==> src/rtl/whit_pkg.sv <==
package whit_pkg;
    // Next-state action chosen each cycle
    typedef enum logic [1:0] {
        ACT_HOLD = 2'd0,
        ACT_STEP = 2'd1,
        ACT_LOAD = 2'd2
    } whit_act_e;
endpackage

==> src/rtl/whit_step.sv <==
module whit_step #(
    parameter int W      = 7,
    parameter int TAP_HI = 3,
    parameter int TAP_LO = 0
) (
    input  logic [W-1:0] cur,
    output logic [W-1:0] nxt,
    output logic         fb
);
    // One register step: the feedback enters at the top, the rest shifts down
    assign fb  = cur[TAP_HI] ^ cur[TAP_LO];
    assign nxt = {fb, cur[W-1:1]};
endmodule

==> src/rtl/whit_unroll.sv <==
module whit_unroll #(
    parameter int W      = 7,
    parameter int LANES  = 8,
    parameter int TAP_HI = 3,
    parameter int TAP_LO = 0
) (
    input  logic [W-1:0]     start,
    output logic [LANES-1:0] mask,
    output logic [W-1:0]     fin
);
    logic [W-1:0] chain [0:LANES];

    assign chain[0] = start;

    // Lane g handles data bit g, so bit 0 sees the first step
    for (genvar g = 0; g < LANES; g++) begin : g_lane
        whit_step #(.W(W), .TAP_HI(TAP_HI), .TAP_LO(TAP_LO)) u_step (
            .cur (chain[g]),
            .nxt (chain[g+1]),
            .fb  (mask[g])
        );
    end

    assign fin = chain[LANES];
endmodule

==> src/rtl/byte_whitener.sv <==
module byte_whitener #(
    parameter int                  STATE_W = 7,
    parameter int                  LANES   = 8,
    parameter int                  TAP_HI  = 3,
    parameter int                  TAP_LO  = 0,
    parameter logic [STATE_W-1:0]  SEED    = '1
) (
    input  logic               clk,
    input  logic               rst_n,
    input  logic               seed_load,
    input  logic [STATE_W-1:0] seed_val,
    input  logic               in_valid,
    input  logic [LANES-1:0]   in_data,
    output logic               out_valid,
    output logic [LANES-1:0]   out_data
);
    import whit_pkg::*;

    typedef struct packed {
        logic [STATE_W-1:0] state;
        logic               vld;
        logic [LANES-1:0]   data;
    } whit_regs_t;

    whit_regs_t         r_d, r_q;
    logic [LANES-1:0]   mask;
    logic [STATE_W-1:0] adv_state;
    logic [STATE_W-1:0] state_q;
    whit_act_e          act;

    whit_unroll #(
        .W      (STATE_W),
        .LANES  (LANES),
        .TAP_HI (TAP_HI),
        .TAP_LO (TAP_LO)
    ) u_unroll (
        .start (r_q.state),
        .mask  (mask),
        .fin   (adv_state)
    );

    // A seed load takes priority over the data step
    always_comb begin
        if (seed_load)     act = ACT_LOAD;
        else if (in_valid) act = ACT_STEP;
        else               act = ACT_HOLD;
    end

    always_comb begin
        r_d     = r_q;
        r_d.vld = in_valid;
        if (in_valid) begin
            r_d.data = in_data ^ mask;
        end
        case (act)
            ACT_LOAD: r_d.state = seed_val;
            ACT_STEP: r_d.state = adv_state;
            default:  r_d.state = r_q.state;
        endcase
    end

    always_ff @(posedge clk or negedge rst_n) begin
        if (!rst_n) begin
            r_q <= '{state: SEED, vld: 1'b0, data: '0};
        end else begin
            r_q <= r_d;
        end
    end

    assign state_q   = r_q.state;
    assign out_valid = r_q.vld;
    assign out_data  = r_q.data;
endmodule

==> config.mk <==
export PLATFORM = sky130hd
export DESIGN_NAME = byte_whitener
export DESIGN_NICKNAME = d
export VERILOG_FILES = /design/src/rtl/whit_pkg.sv /design/src/rtl/whit_step.sv /design/src/rtl/whit_unroll.sv /design/src/rtl/byte_whitener.sv
export SDC_FILE = /design/constraint.sdc
export NUM_CORES = 1
export LEC_CHECK = 0
export BUFFER_PORTS_ARGS = -buffer_cell sky130_fd_sc_hd__buf_4
export CAP_MARGIN = 10
export CORE_ASPECT_RATIO = 0.75
export CORE_MARGIN = 1
export CORE_UTILIZATION = 40
export DETAILED_ROUTE_END_ITERATION = 10
export PLACE_DENSITY = 0.62
export SYNTH_ARGS = -nofsm -noshare
export SYNTH_HDL_FRONTEND = slang
export SYNTH_SLANG_ARGS = --single-unit
==> constraint.sdc <==
create_clock -name clk -period 2.21 [get_ports clk]
set_input_delay 0.442 -clock clk [delete_from_list [all_inputs] [get_ports clk]]
set_output_delay 0.442 -clock clk [all_outputs]
set_load 0.01 [all_outputs]
==> results.yml <==
global_route:
  antenna_found_initial: 0
  globalRoute.totalOverflow: 0
  grt_pass1_wl_um: 2794
  grt_pass1_vias: 634
  grt_max_degree: 25
  grt_usage_pct: 15.66
synth:
  synthArstFlopShare_pct: 100.0
  synth.most_common_cell: "xnor2_1"
  yosysTopAreaCell: "dfrtp_1"
  synthFlopType: "dfrtp_1"
  synthesis.area_um2: 898.4
  syn_inst: 85
  synth_common_cells: "11 x xnor2_1, 9 x dfrtp_1, 8 x nor2_1, 7 x dfstp_2"
  synthTopCellsByArea: "dfrtp_1 25%, dfstp_2 20%, xnor2_1 11%, mux2_2 6.3%, xor2_1 5.8%"
  synth_edf_count: 0
  synth_seq_cells: 16
  synth_nets: 104
  synth.distinct_cells: 20
  yosysTopAreaCellShare_pct: 25.07
  yosys_warnings: 0
  yosysSeqAreaShare_pct: 45.54
  synth.avg_cell_area_um2: 10.57
floorplan:
  die_h_um: 43.04
  design.core.area_mm2: 0.002067
  start_util_pct: 43.46
  dieArea_mm2: 0.002441
  ioPinCount: 28
  rows: 14
  fp.dieW_um: 56.72
power_and_ir_drop:
  power_density_mw_per_mm2: 890.5
  leakagePower_nw: 0.5111
  vdd_ir_drop_max_mv: 0.5256
layout:
  area_growth_syn_to_layout_pct: 24.37
  nNetsFinal: 129
  multiInputGateArea_um2: 427.9
  drive_gt1_share_pct: 41.28
  regArea_um2: 409.1
  antenna_cells: 0
  fillers: 200
placement:
  routabilityCongestion: 0.7640
  hpwl_um: 1160
  port_buffers: 27
timing:
  fin_worst_skew_ns: 0.007948
  layout_min_cycle_time_ns: 1.299
  hold_viol_final: 0
  relSlewSlack_pct: 83.61
  finalSetupViolCount: 0
  hold_ws_ns: 0.3554
  fmax_mhz: 770.0
  worst_pin_slew_ns: 0.2446
  drv_slew: 0
  finalCritPeriodShare_pct: 58.77
  rsz0062_at_grt: "no"
  finalSetupTns_ns: 0
clock_tree:
  clockRootBuffer: "clkbuf_4"
  tritoncts: "yes"
  htree_levels: 1
  post_cts_buffers: 0
  clk_path_buf_depth: 2
  insertion_delay_ns: 0.29
  clkSinkCount: 16
  clkTransAtPathRegs_ns: 0.10
  cts-resized-gates: 0
  cts_hold_buf: 1
  numCtsBuffers: 3
critical_path:
  worst_ep_required_time_ns: 2.39
  crit_chain: "xor2_1, xor2_1, mux2_2"
  cpMaxStageDelayCell: "dfstp_2"
  path_class: "register to register"
  cpLargestDelayFamily: "flip-flops"
  cp-start-kind: "register"
  cpMostUsedCell: "xor2_1"
  path_buf_inv: 0
  critical_path_arrival_ns: 1.47
  critical_path.max_stage_delay_ns: 0.60
  setup.worst_path.end_class: "register"
  worstPathMaxFanout: 4
worst_hold_path:
  hp-class: "input pin to register"
status:
  status: "complete, but fails checks"
  violations: "DRC"
run:
  drv_cap: 0
detailed_routing:
  detail_route.wl_per_cell_um: 12.15
  vias: 651
  drtAntennaViolNets: 0
  viasPerCell: 4.895
  drt_wl_total_um: 1616
  drt-initial-drc-count: 20
  drc: 4
  drt_first_pass_iters: 7
## cells by family (layout without fill, tap and decap cells)
family	after synthesis	after routing	share of synthesized area, %
AOI/OAI and AO/OA	12	12	9.052
xor gates and xnor gates	20	20	22.01
buffers and inverters	11	35	6.824
DFF	16	16	45.54
muxes	6	6	7.381
and+or+nand+nor	20	20	9.192
## layout make-up
| cell class | count | area share [%] |
|---|---|---|
| Clock buffer | 4 | 2.352 |
| Multi-Input combinational cell | 58 | 38.30 |
| Inverter | 3 | 1.008 |
| Timing Repair Buffer | 28 | 19.04 |
| Tap cell | 24 | 2.688 |
| Sequential cell | 16 | 36.62 |
## per-layer routing
metal | GRT usage, % | part of all wire [%] | up-vias
li1 | - | - | 324
met1 | 17.79 | 44 | 298
met5 | 0 | 0 | -
met4 | 4.500 | 0.62 | 0
met3 | 7.012 | 8.6 | 2
met2 | 26.67 | 47 | 27
## flip-flops by register name (all words and copies together), names as in the netlist
name / cells
state_q: 7
out_data: 8
out_valid: 1
## path summary, 6_finish.rpt
check	start	slack [ns]	endpoint	cells past startpoint
max in group asynchronous	rst_n	1.41	state_q[2]	2
worst min-delay path	seed_val[1]	0.36	state_q[1]	2
min in group asynchronous	rst_n	0.54	out_data[5]	2
worst min register to register	out_data[0]	0.51	out_data[0]	1
worst max register to register	state_q[3]	0.91	out_data[3]	3
worst max-delay path	state_q[3]	0.91	out_data[3]	3
## stage by stage
stage	setup slack (ns)	area, um^2	std cells	power [mW]	util (%)
2_1_floorplan	0.9031	898.4	85	0.7031	-
3_3_place_gp	0.9435	1081	128	0.8312	52.30
3_5_place_dp	0.9163	1081	128	0.8439	52.30
4_1_cts	0.8910	1117	133	1.015	54.06
5_1_grt	0.8156	1117	133	1.076	54.06
6_report	0.9112	1117	133	0.9949	54.06
## cell usage in the layout, fill, tap and decap left out
cell | netlist | final
buf_4 | 0 | 27
xnor2_1 | 11 | 11
dfrtp_1 | 9 | 9
nor2_1 | 8 | 8
dfstp_2 | 7 | 7
nand2_1 | 6 | 6
xor2_1 | 6 | 6
nand3_1 | 6 | 6
mux2_2 | 5 | 5
inv_1 | 3 | 3
a211o_1 | 3 | 3
xnor2_2 | 3 | 3
a21oi_1 | 3 | 3
clkbuf_4 | 0 | 3
o21ai_0 | 2 | 2
a211oi_1 | 2 | 2
a21o_1 | 2 | 2
mux2i_1 | 1 | 1
clkbuf_1 | 2 | 1
dlygate4sd3_1 | 0 | 1
## worst register-to-register path: stages (launching register included)
cell and delay, ns:
dfstp_2 0.60, xor2_1 0.23, xor2_1 0.09, mux2_2 0.26
## power breakdown
part / leakage (nW) / switching (mW) / internal (mW)
Sequential: 0.177 / 0.0661 / 0.387
Clock: 0.0150 / 0.0916 / 0.0702
Combinational: 0.319 / 0.157 / 0.223
No activity file was read; power rests on OpenSTA's default activity.
